===== src/rtl/ddr_cmd_pkg.sv =====
package ddr_cmd_pkg;
    typedef enum logic [3:0] {
        C_NOP  = 4'd0,
        C_ACT  = 4'd1,
        C_RD   = 4'd2,
        C_WR   = 4'd3,
        C_PRE  = 4'd4,
        C_PREA = 4'd5,
        C_REF  = 4'd6,
        C_SREF = 4'd7,
        C_MRS  = 4'd8,
        C_TERM = 4'd9
    } cmd_e;

    localparam logic [2:0] MODE_BL2 = 3'b001;
    localparam logic [2:0] MODE_BL4 = 3'b010;
endpackage


===== src/rtl/ddr_cmd_decode.sv =====
module ddr_cmd_decode
    import ddr_cmd_pkg::*;
(
    input  logic cke_prev_i,
    input  logic cke_i,
    input  logic sel_n_i,
    input  logic row_n_i,
    input  logic col_n_i,
    input  logic we_n_i,
    input  logic ap_bit_i,
    output cmd_e cmd_o
);
    logic run;
    logic enter_low;

    assign run       = cke_prev_i && cke_i;
    assign enter_low = cke_prev_i && !cke_i;

    always_comb begin
        cmd_o = C_NOP;
        if (!sel_n_i) begin
            unique case ({row_n_i, col_n_i, we_n_i})
                3'b011: cmd_o = run ? C_ACT : C_NOP;
                3'b101: cmd_o = run ? C_RD : C_NOP;
                3'b100: cmd_o = run ? C_WR : C_NOP;
                3'b010: cmd_o = run ? (ap_bit_i ? C_PREA : C_PRE) : C_NOP;
                3'b001: cmd_o = run ? C_REF : (enter_low ? C_SREF : C_NOP);
                3'b000: cmd_o = run ? C_MRS : C_NOP;
                3'b110: cmd_o = run ? C_TERM : C_NOP;
                3'b111: cmd_o = C_NOP;
            endcase
        end
    end
endmodule


===== src/rtl/ddr_bank_slot.sv =====
module ddr_bank_slot #(
    parameter int ROW_W = 11,
    parameter int CNT_W = 3
) (
    input  logic             clk,
    input  logic             rst,
    input  logic             open_i,
    input  logic [ROW_W-1:0] row_i,
    input  logic             close_i,
    input  logic             ap_load_i,
    input  logic [CNT_W-1:0] ap_len_i,
    output logic             active_o,
    output logic [ROW_W-1:0] row_o,
    output logic             ap_pend_o
);
    typedef struct packed {
        logic             active;
        logic [ROW_W-1:0] row;
        logic [CNT_W-1:0] cnt;
    } slot_t;

    slot_t slot_d, slot_q;

    always_comb begin
        slot_d = slot_q;
        if (slot_q.cnt != '0) begin
            slot_d.cnt = slot_q.cnt - 1'b1;
            if (slot_q.cnt == CNT_W'(1)) begin
                slot_d.active = 1'b0;
            end
        end
        if (close_i) begin
            slot_d.active = 1'b0;
        end
        if (open_i) begin
            slot_d.active = 1'b1;
            slot_d.row    = row_i;
        end
        if (ap_load_i) begin
            slot_d.cnt = ap_len_i;
        end
    end

    always_ff @(posedge clk) begin
        if (rst) begin
            slot_q <= '0;
        end else begin
            slot_q <= slot_d;
        end
    end

    assign active_o  = slot_q.active;
    assign row_o     = slot_q.row;
    assign ap_pend_o = (slot_q.cnt != '0);
endmodule


===== src/rtl/ddr_cmd_tracker.sv =====
module ddr_cmd_tracker
    import ddr_cmd_pkg::*;
#(
    parameter int BANKS   = 4,
    parameter int ROW_W   = 11,
    parameter int COL_W   = 8,
    parameter int AP_BIT  = 8,
    parameter int CAS_LAT = 3
) (
    input  logic                   clk,
    input  logic                   rst,
    input  logic                   clk_en,
    input  logic                   sel_n,
    input  logic                   row_strobe_n,
    input  logic                   col_strobe_n,
    input  logic                   wr_en_n,
    input  logic [$clog2(BANKS)-1:0] bank_sel,
    input  logic [ROW_W-1:0]       addr,
    output logic                   cmd_valid,
    output logic [3:0]             cmd_code,
    output logic [$clog2(BANKS)-1:0] cmd_bank,
    output logic [ROW_W-1:0]       cmd_addr,
    output logic                   cmd_autopre,
    output logic                   cmd_illegal,
    output logic [BANKS-1:0]       bank_active,
    output logic [BANKS-1:0]       bank_ap_pend,
    output logic [BANKS*ROW_W-1:0] open_rows,
    output logic                   burst_len4,
    output logic                   self_refresh
);
    localparam int BA_W    = $clog2(BANKS);
    localparam int BL2_CLK = 1;
    localparam int BL4_CLK = 2;
    localparam int CNT_W   = $clog2(CAS_LAT + BL4_CLK + 1);

    typedef struct packed {
        logic             valid;
        cmd_e             code;
        logic [BA_W-1:0]  bank;
        logic [ROW_W-1:0] addr;
        logic             ap;
        logic             illegal;
        logic             bl4;
        logic             sref;
        logic             cke_prev;
        logic [CNT_W-1:0] burst_cnt;
    } ctl_t;

    ctl_t ctl_d, ctl_q;
    cmd_e dec_cmd;

    logic [BANKS-1:0] act_req;
    logic [BANKS-1:0] close_req;
    logic [BANKS-1:0] ap_load;
    logic [CNT_W-1:0] burst_len_clk;
    logic [ROW_W-1:0] row_q [BANKS];

    ddr_cmd_decode u_dec (
        .cke_prev_i (ctl_q.cke_prev),
        .cke_i      (clk_en),
        .sel_n_i    (sel_n),
        .row_n_i    (row_strobe_n),
        .col_n_i    (col_strobe_n),
        .we_n_i     (wr_en_n),
        .ap_bit_i   (addr[AP_BIT]),
        .cmd_o      (dec_cmd)
    );

    assign burst_len_clk = CNT_W'(ctl_q.bl4 ? BL4_CLK : BL2_CLK)
                         + ((dec_cmd == C_RD) ? CNT_W'(CAS_LAT) : CNT_W'(0));

    always_comb begin
        ctl_d         = ctl_q;
        ctl_d.valid   = 1'b0;
        ctl_d.code    = C_NOP;
        ctl_d.bank    = '0;
        ctl_d.addr    = '0;
        ctl_d.ap      = 1'b0;
        ctl_d.illegal = 1'b0;
        ctl_d.cke_prev = clk_en;
        act_req   = '0;
        close_req = '0;
        ap_load   = '0;

        if (ctl_q.burst_cnt != '0) begin
            ctl_d.burst_cnt = ctl_q.burst_cnt - 1'b1;
        end
        if (clk_en) begin
            ctl_d.sref = 1'b0;
        end
        if (dec_cmd != C_NOP) begin
            ctl_d.valid = 1'b1;
            ctl_d.code  = dec_cmd;
        end

        unique case (dec_cmd)
            C_ACT: begin
                ctl_d.bank = bank_sel;
                ctl_d.addr = addr;
                if (bank_active[bank_sel]) begin
                    ctl_d.illegal = 1'b1;
                end else begin
                    act_req[bank_sel] = 1'b1;
                end
            end
            C_RD, C_WR: begin
                ctl_d.bank = bank_sel;
                ctl_d.addr = ROW_W'(addr[COL_W-1:0]);
                ctl_d.ap   = addr[AP_BIT];
                if (!bank_active[bank_sel] || bank_ap_pend[bank_sel]) begin
                    ctl_d.illegal = 1'b1;
                end else begin
                    ctl_d.burst_cnt = burst_len_clk;
                    ap_load[bank_sel] = addr[AP_BIT];
                end
            end
            C_PRE: begin
                ctl_d.bank = bank_sel;
                if (bank_ap_pend[bank_sel]) begin
                    ctl_d.illegal = 1'b1;
                end else begin
                    close_req[bank_sel] = 1'b1;
                end
            end
            C_PREA: begin
                if (|bank_ap_pend) begin
                    ctl_d.illegal = 1'b1;
                end else begin
                    close_req = '1;
                end
            end
            C_REF: begin
                ctl_d.illegal = |bank_active;
            end
            C_SREF: begin
                if (|bank_active) begin
                    ctl_d.illegal = 1'b1;
                end else begin
                    ctl_d.sref = 1'b1;
                end
            end
            C_MRS: begin
                ctl_d.bank = bank_sel;
                ctl_d.addr = addr;
                if ((|bank_active) || (ctl_q.burst_cnt != '0)) begin
                    ctl_d.illegal = 1'b1;
                end else if (bank_sel == '0) begin
                    if (addr[2:0] == MODE_BL2) begin
                        ctl_d.bl4 = 1'b0;
                    end else if (addr[2:0] == MODE_BL4) begin
                        ctl_d.bl4 = 1'b1;
                    end else begin
                        ctl_d.illegal = 1'b1;
                    end
                end
            end
            default: begin
            end
        endcase
    end

    always_ff @(posedge clk) begin
        if (rst) begin
            ctl_q          <= '0;
            ctl_q.cke_prev <= 1'b1;
        end else begin
            ctl_q <= ctl_d;
        end
    end

    for (genvar b = 0; b < BANKS; b++) begin : g_bank
        ddr_bank_slot #(
            .ROW_W (ROW_W),
            .CNT_W (CNT_W)
        ) u_slot (
            .clk       (clk),
            .rst       (rst),
            .open_i    (act_req[b]),
            .row_i     (addr),
            .close_i   (close_req[b]),
            .ap_load_i (ap_load[b]),
            .ap_len_i  (burst_len_clk),
            .active_o  (bank_active[b]),
            .row_o     (row_q[b]),
            .ap_pend_o (bank_ap_pend[b])
        );
        assign open_rows[b*ROW_W +: ROW_W] = row_q[b];
    end

    assign cmd_valid    = ctl_q.valid;
    assign cmd_code     = ctl_q.code;
    assign cmd_bank     = ctl_q.bank;
    assign cmd_addr     = ctl_q.addr;
    assign cmd_autopre  = ctl_q.ap;
    assign cmd_illegal  = ctl_q.illegal;
    assign burst_len4   = ctl_q.bl4;
    assign self_refresh = ctl_q.sref;
endmodule


===== config.mk =====
export PLATFORM = sky130hd
export DESIGN_NAME = ddr_cmd_tracker
export DESIGN_NICKNAME = d
export VERILOG_FILES = /design/src/rtl/ddr_cmd_pkg.sv /design/src/rtl/ddr_cmd_decode.sv /design/src/rtl/ddr_bank_slot.sv /design/src/rtl/ddr_cmd_tracker.sv
export SDC_FILE = /design/constraint.sdc
export NUM_CORES = 1
export LEC_CHECK = 0
export BUFFER_PORTS_ARGS = -buffer_cell sky130_fd_sc_hd__buf_2
export CAP_MARGIN = 10
export CORE_UTILIZATION = 57
export CTS_BUF_LIST = sky130_fd_sc_hd__clkbuf_8
export DETAILED_ROUTE_END_ITERATION = 8
export PLACE_DENSITY = 0.82
export SLEW_MARGIN = 20
export SYNTH_ARGS = -nofsm -noshare
export SYNTH_HDL_FRONTEND = slang
export SYNTH_SLANG_ARGS = --single-unit

===== constraint.sdc =====
create_clock -name clk -period 2.7 [get_ports clk]
set_input_delay 0.54 -clock clk [delete_from_list [all_inputs] [get_ports clk]]
set_output_delay 0.54 -clock clk [all_outputs]
set_load 0.01 [all_outputs]

### Word level (Yosys, flattened, before mapping)

Index checks and enable logic that the tools add are counted.

* logic and storage cells: 167
* output and inout bits: 74
* bits of input ports: 20
* register bits: 86

* eq/ne operators: 21
* order comparisons: 2
* reduce and logical (&&, ||, !) cells: 41
* mux-type cells: 70
* add/sub/neg operators: 6
* bitwise logic cells: 5

Operators by type and width (number)
* 12-bit 2-to-1 mux: 4
* 4-bit 2-to-1 mux: 11
* 3-bit nonzero test: 13
* 3-bit 2-to-1 mux: 12
* 4-bit one-hot mux with 8 select lines: 1
* 1-bit 2-to-1 mux: 30
* 11-bit one-hot mux with 2 select lines: 1
* 3-bit by 1-bit equality test with 1-bit output (second input constant): 6
* 4-bit by 3-bit equality test with 1-bit output (second input constant): 4
* 3-bit by 1-bit subtractor with 3-bit output (second input constant): 5
* 3-bit equality test (second input constant): 4
* 2-bit 2-to-1 mux: 5
* 2-bit nonzero test: 5
* 2-bit OR reduction: 5
* 3-bit by 2-bit equality test with 1-bit output (second input constant): 3
* 4-bit by 2-bit equality test with 1-bit output (second input constant): 2
* 4-bit one-hot mux with 2 select lines: 1
* 2-bit AND reduction: 4
* 4-bit OR reduction: 2
* 1-bit one-hot mux with 7 select lines: 1
* 5-bit 2-to-1 mux: 1
* 5-bit OR reduction: 1
* 4-bit bitwise AND: 1
* 1-bit binary-select mux with 2-bit select: 2
* other kinds (14): 21

### Depth between registers and ports, before layout

* depth in word-level cells: 11
* gate-level depth with buffers: 11
* mapped depth without buffers: 9

### Modules after synthesis

A second synthesis with hierarchy kept.

* cells, all modules: 474
* area, all modules: 4400.5 um^2

By module, submodules not included
* ddr_bank_slot: area an instance 726.9 um^2, times used 4, cells an instance 75, sequential area each 300.3 um^2
* ddr_cmd_tracker: area an instance 1387.6 um^2, times used 1, cells an instance 159, sequential area each 520.5 um^2
* ddr_cmd_decode: area an instance 105.1 um^2, times used 1, cells an instance 15, sequential area each 0.0 um^2

### Least setup slack after synthesis

No wires, ideal clock.

* kind: input to register
* from: in col_strobe_n
* to: reg g_bank[2].u_slot.slot_q[2] (netlist bit)
* path slack: 0.271 ns
* path buffers: 2
* setup time: 0.128 ns
* arrival: 2.302 ns
* cell stages on the path: 11
* data required time: 2.572 ns
* cells stage by stage: clkbuf_1 clkbuf_1 o211ai_1 o21ai_0 nor2_1 a211o_1 and2_1 ha_1 nor2_1 o21a_1 nor2_1

* word-level cells in the longest chain between the ends: 7
* elaborated cells between the ends (all ways): 18
* those cells by class: add/sub (1); eq/ne (9); mux (5); reduce/logical (3)

Ends and longest elaborated chain
* from (decl): RTL line ddr_cmd_tracker.sv:15 `input logic col_strobe_n,`
* 3-bit equality test (tied with other cells): RTL line ddr_cmd_decode.sv:22 `unique case ({row_n_i, col_n_i, we_n_i})`
* 4-bit one-hot mux with 8 select lines *: RTL line ddr_cmd_decode.sv:22
* 4-bit 2-to-1 mux *: RTL line ddr_cmd_decode.sv:21 `if (!sel_n_i) begin`
* 4-bit by 2-bit equality test with 1-bit output, on equally long branches: RTL line ddr_cmd_tracker.sv:70, ddr_cmd_tracker.sv:96
* 2-bit 2-to-1 mux or 2-bit OR reduction (tied branches): RTL line ddr_cmd_tracker.sv:70, ddr_cmd_tracker.sv:96
* 2-bit by 2-bit adder with 3-bit output or 4-bit 2-to-1 mux (tied branches): RTL line ddr_cmd_tracker.sv:70, ddr_cmd_tracker.sv:96
* 3-bit 2-to-1 mux or 2-bit nonzero test (tied branches)
* to (signal assigned): RTL line ddr_bank_slot.sv:48 `slot_q <= slot_d;`
* to (decl): RTL line ddr_bank_slot.sv:22 `slot_t slot_d, slot_q;`

Every way passes the cells marked *; elsewhere a longest branch is shown, timed or not.
A chain may end at the register's enable or synchronous reset.

### Final worst setup path

* from: reg ctl_q[3] (netlist bit)
* to: reg g_bank[2].u_slot.slot_q, in the netlist g_bank[2].u_slot.row_o[4]

* word-level cells in the longest chain between the ends: 7
* elaborated cells between the ends (all ways): 14
* those cells by class: eq/ne (1); mux (11); reduce/logical (2)

Ends and longest elaborated chain
* from (decl): RTL line ddr_cmd_tracker.sv:49 `ctl_t ctl_d, ctl_q;`
* from (signal assigned): RTL line ddr_cmd_tracker.sv:167 `ctl_q <= ctl_d;`
* 1-bit logical AND: RTL line ddr_cmd_decode.sv:17 `assign enter_low = cke_prev_i && !cke_i;`
* 3-bit 2-to-1 mux: RTL line ddr_cmd_decode.sv:27 `3'b001: cmd_o = run ? C_REF : (enter_low ? C_SREF : C_NOP);`
* 4-bit 2-to-1 mux: RTL line ddr_cmd_decode.sv:27
* 4-bit one-hot mux with 8 select lines *: RTL line ddr_cmd_decode.sv:22
* 4-bit 2-to-1 mux *: RTL line ddr_cmd_decode.sv:21
* 4-bit by 1-bit equality test with 1-bit output *: RTL line ddr_cmd_tracker.sv:96 `unique case (dec_cmd)`
* 4-bit 2-to-1 mux *: RTL line ddr_cmd_tracker.sv:96

Marks and branches as above.

==> run_summary.xml <==
<?xml version="1.0" encoding="UTF-8"?>
<metrics>
  <group name="cts">
    <metric name="maximum_clock_path_buffer_count" unit="">2</metric>
    <metric name="clk_pin_slew" unit="ps">90</metric>
    <metric name="root_buf_cell" unit="">sky130_fd_sc_hd__clkbuf_8</metric>
    <metric name="tritoncts" unit="">built</metric>
    <metric name="h-tree-depth" unit="">3</metric>
    <metric name="ctsResizeCount" unit="">0</metric>
    <metric name="clock_sinks" unit="">86</metric>
    <metric name="postCtsSetupBuffers" unit="">0</metric>
    <metric name="worst_skew_pair.late_latency" unit="ps">360</metric>
    <metric name="cts_buffers" unit="">9</metric>
    <metric name="holdBufCountCts" unit="">0</metric>
  </group>
  <group name="synthesis">
    <metric name="post-synth-top-area-cell" unit="">sky130_fd_sc_hd__dfxtp_1</metric>
    <metric name="synth-warning-count" unit="">0</metric>
    <metric name="post_synth_most_frequent_cells" unit="">sky130_fd_sc_hd__dfxtp_1 (86), sky130_fd_sc_hd__buf_4 (70), sky130_fd_sc_hd__nand2_1 (70)</metric>
    <metric name="seq_area_frac_synth" unit="%">39.25</metric>
    <metric name="post_synth_instance_area" unit="sq um">4387</metric>
    <metric name="yosysUniqueCellTypes" unit="">46</metric>
    <metric name="number_of_synthesized_flops_with_an_enable_pin" unit="">0</metric>
    <metric name="synthCells" unit="">520</metric>
    <metric name="dominantRegCellSynth" unit="">sky130_fd_sc_hd__dfxtp_1</metric>
    <metric name="netlist.area_leader.share" unit="%">39.25</metric>
    <metric name="yosys_register_bits" unit="">86</metric>
    <metric name="synth_top_cells_by_area" unit="">sky130_fd_sc_hd__dfxtp_1 (39%), sky130_fd_sc_hd__buf_4 (12%), sky130_fd_sc_hd__mux2i_1 (6.6%)</metric>
    <metric name="postSynthAreaPerCell" unit="sq um">8.436</metric>
    <metric name="cell_with_the_most_instances_after_synthesis" unit="">sky130_fd_sc_hd__dfxtp_1</metric>
    <metric name="postSynthNetCount" unit="">557</metric>
    <metric name="synth_async_reset_ratio" unit="%">0</metric>
  </group>
  <group name="sta">
    <metric name="timing.fmax" unit="MHz">426.8</metric>
    <metric name="setup-violations-final" unit="">0</metric>
    <metric name="final_min_period_over_clock_period" unit="%">86.78</metric>
    <metric name="timing.final.max_slew_violations" unit="">0</metric>
    <metric name="worst_slew_pin_slew" unit="ps">657.9</metric>
    <metric name="fin_crit" unit="ps">2343</metric>
    <metric name="max_slew_margin" unit="%">56.14</metric>
    <metric name="final.setup.worst_slack" unit="ps">357.0</metric>
    <metric name="unrepaired_setup_endpoints_after_global_routing" unit="">false</metric>
    <metric name="fin_worst_skew" unit="ps">7.125</metric>
    <metric name="fin_setup_tns" unit="ps">0</metric>
    <metric name="final_hold_viol_count" unit="">0</metric>
  </group>
  <group name="pwr">
    <metric name="clockPowerShare" unit="%">29.2</metric>
    <metric name="power.density_cell_area" unit="nW/um^2">728.3</metric>
    <metric name="pwr-share-seq" unit="%">42.5</metric>
    <metric name="max-vdd-ir-drop" unit="mV">0.3413</metric>
    <metric name="p_int" unit="mW">2.313</metric>
    <metric name="share_comb_of_total_power" unit="%">28.3</metric>
    <metric name="p_leak" unit="nW">2.110</metric>
    <metric name="power.share.switching" unit="%">32.18</metric>
    <metric name="report.power.total" unit="mW">3.411</metric>
    <metric name="power.switching" unit="mW">1.098</metric>
  </group>
  <group name="detailed_routing">
    <metric name="first_pass_iters" unit="">5</metric>
    <metric name="drt-total-wl" unit="mm">9.575</metric>
    <metric name="drtAntennaViolNets" unit="">0</metric>
    <metric name="drt_first_iter_violations" unit="">214</metric>
    <metric name="wl_per_cell" unit="um">14.89</metric>
    <metric name="num_vias" unit="">3520</metric>
    <metric name="drcViolationCount" unit="">0</metric>
    <metric name="vias_per_std_cell" unit="">5.474</metric>
  </group>
  <group name="critical_path">
    <metric name="setup_crit_end_kind" unit="">register</metric>
    <metric name="cpLargestDelayFamily" unit="">simple AND/OR/NAND/NOR gates</metric>
    <metric name="critical_path_class" unit="">reg2reg</metric>
    <metric name="critical_path_buf_inv_count" unit="">0</metric>
    <metric name="worst_ep_required_time" unit="ps">2920</metric>
    <metric name="worst-path-max-fanout" unit="">12</metric>
    <metric name="crit_arrival" unit="ps">2560</metric>
    <metric name="path_cells" unit="">or3b_1 -&gt; or3_4 -&gt; or4_1 -&gt; nand2_1 -&gt; a21oi_1</metric>
    <metric name="worst-r2r-cell-count" unit="">5</metric>
    <metric name="slowest_cell_delay_on_critical_path" unit="ps">660</metric>
    <metric name="worstReg2RegStart" unit="">ctl_q[3]$_SDFF_PP1_</metric>
    <metric name="r2r_end" unit="">g_bank[2].u_slot.row_o[4]$_SDFFE_PP0P_</metric>
    <metric name="timing.reg2reg.setup_slack" unit="ps">360</metric>
    <metric name="worst_setup_path_start_kind" unit="">register</metric>
    <metric name="cp_slowest_cell" unit="">sky130_fd_sc_hd__or4_1</metric>
  </group>
  <group name="floorplan">
    <metric name="rows" unit="">31</metric>
    <metric name="fp.dieW" unit="um">89.73</metric>
    <metric name="initial_core_util" unit="%">59.84</metric>
    <metric name="die_area" unit="sq um">8051</metric>
    <metric name="core-area" unit="sq um">7331</metric>
    <metric name="chipHeight" unit="um">89.73</metric>
    <metric name="io_pins" unit="">94</metric>
  </group>
  <group name="placement">
    <metric name="place_ws" unit="ps">143.9</metric>
    <metric name="numPlacedInstances" unit="">627</metric>
    <metric name="numPortBuffers" unit="">93</metric>
    <metric name="place_hpwl" unit="mm">6.818</metric>
    <metric name="cell_area_reported_after_detailed_placement" unit="sq um">4462</metric>
    <metric name="gpl.final_weighted_congestion" unit="">0.8171</metric>
  </group>
  <group name="final_layout">
    <metric name="post-route-cell-area" unit="sq um">4683</metric>
    <metric name="syn2layout_area_growth" unit="%">6.760</metric>
    <metric name="nets" unit="">576</metric>
    <metric name="final_layout_size_suffix_gt1_share" unit="%">23.53</metric>
    <metric name="final.fill_count" unit="">620</metric>
    <metric name="diodes" unit="">0</metric>
    <metric name="final_cells" unit="">643</metric>
  </group>
  <group name="grt">
    <metric name="grt_util_all_layers" unit="%">23.79</metric>
    <metric name="grt_start_max_net_pins" unit="">65</metric>
    <metric name="number_of_global_route_vias_before_repair" unit="">3092</metric>
    <metric name="antenna_violations_before_repair" unit="">0</metric>
    <metric name="grt_pass1_wl" unit="mm">15.40</metric>
    <metric name="gr-total-overflow" unit="">0</metric>
  </group>
  <group name="worst_hold_path">
    <metric name="timing.hold.worst.start" unit="">g_bank[2].u_slot.row_o[6]$_SDFFE_PP0P_</metric>
    <metric name="hold_class" unit="">reg2reg</metric>
    <metric name="hold-path-endpoint" unit="">g_bank[2].u_slot.row_o[6]$_SDFFE_PP0P_</metric>
    <metric name="hold_depth" unit="">2</metric>
  </group>
  <group name="run_status">
    <metric name="run_status" unit="">finished clean</metric>
  </group>
  <group name="flow_run">
    <metric name="max-cap-violations" unit="">0</metric>
  </group>
</metrics>
kinds of logic after synthesis:
kind of cell	synth area share (%)
adder cells (fa/ha/maj)	4.849
AND/OR/NAND/NOR	20.94
XOR/XNOR	1.398
flip-flops	39.25
multiplexers	7.131
buffers and inverters	16.60
AO/OA/AOI/OAI	9.841
worst max-delay path by stage:
| stage | endpoint | cells after the start | from |
|---|---|---|---|
| after floorplan | g_bank[2].u_slot.slot_q[2]$_SDFFE_PP0P_ | 11 | col_strobe_n |
| after global placement | g_bank[1].u_slot.row_o[0]$_SDFFE_PP0P_ | 6 | row_strobe_n |
| after detailed placement | g_bank[1].u_slot.row_o[10]$_SDFFE_PP0P_ | 6 | sel_n |
| after CTS | g_bank[2].u_slot.row_o[3]$_SDFFE_PP0P_ | 5 | ctl_q[3]$_SDFF_PP1_ |
| after global routing | g_bank[2].u_slot.row_o[4]$_SDFFE_PP0P_ | 5 | ctl_q[3]$_SDFF_PP1_ |
| final | g_bank[2].u_slot.row_o[4]$_SDFFE_PP0P_ | 5 | ctl_q[3]$_SDFF_PP1_ |
sequential cells by signal (all words and copies together), names as in the netlist:
name                    cells
cmd_addr                   11
cmd_illegal                 1
cmd_valid                   1
cmd_code                    4
cmd_bank                    2
ctl_q                       4
g_bank.u_slot.slot_q       12
g_bank.u_slot.row_o        44
cmd_autopre                 1
g_bank.u_slot.active_o      4
burst_len4                  1
self_refresh                1
cell usage in the layout (no fill, tap or decap), types with 3 or more instances in the layout:
cell	instances
sky130_fd_sc_hd__xnor2_1	6
sky130_fd_sc_hd__or4_1	5
sky130_fd_sc_hd__buf_2	93
sky130_fd_sc_hd__dfxtp_1	86
sky130_fd_sc_hd__nor3_1	5
sky130_fd_sc_hd__nor4_1	5
sky130_fd_sc_hd__nor4bb_1	4
sky130_fd_sc_hd__and2_1	12
sky130_fd_sc_hd__nand3b_1	3
sky130_fd_sc_hd__o21ai_0	11
sky130_fd_sc_hd__and4_1	3
sky130_fd_sc_hd__a211oi_1	3
sky130_fd_sc_hd__ha_1	17
sky130_fd_sc_hd__clkbuf_8	9
sky130_fd_sc_hd__nor2_1	46
sky130_fd_sc_hd__nand2_1	70
sky130_fd_sc_hd__buf_4	11
sky130_fd_sc_hd__mux2i_1	29
sky130_fd_sc_hd__nand2b_1	3
sky130_fd_sc_hd__o21a_1	4
sky130_fd_sc_hd__nor2b_1	7
sky130_fd_sc_hd__a21oi_1	40
sky130_fd_sc_hd__inv_1	25
sky130_fd_sc_hd__nand4_1	3
sky130_fd_sc_hd__nand3_1	9
stage by stage:
step	utilization (%)	hold slack, ps
6_report	63.88	454.8
5_1_grt	63.88	455.9
4_1_cts	63.88	459.8
3_5_place_dp	60.86	442.3
3_3_place_gp	60.86	437.2
2_1_floorplan	-	432.2
routing by layer:
layer	track usage, %	share of wire (%)	vias up
met2	38.78	47	160
met5	0	0	-
met1	31.13	43	1639
li1	-	-	1701
met3	4.992	7.3	20
met4	8.470	2.0	0
worst register-to-register path, cell delays in order, from the launching register on:
cell and delay, ps:
sky130_fd_sc_hd__dfxtp_1 420, sky130_fd_sc_hd__or3b_1 430, sky130_fd_sc_hd__or3_4 440, sky130_fd_sc_hd__or4_1 660, sky130_fd_sc_hd__nand2_1 180, sky130_fd_sc_hd__a21oi_1 70
power by group through the flow:
stage	sequential, mW	clock (mW)	combinational, mW
global route	1.46	1.07	1.09
global placement	1.47	0	0.901
CTS	1.45	1.00	0.963
floorplan	1.46	0	0.783
detailed placement	1.47	0	0.945
finish	1.45	0.997	0.966
layout make-up:
cell class / instances / area [sq um] / area share [%]
sequential: 86 / 1722 / 36.76
multi-input combinational: 313 / 1958 / 41.81
inverter: 24 / 90.09 / 1.924
clock inverter: 7 / 97.59 / 2.084
tap: 99 / 123.9 / 2.645
clock buffer: 9 / 123.9 / 2.645
timing repair buffer: 105 / 568.0 / 12.13
Note: power is estimated with default switching activity, not from simulation.
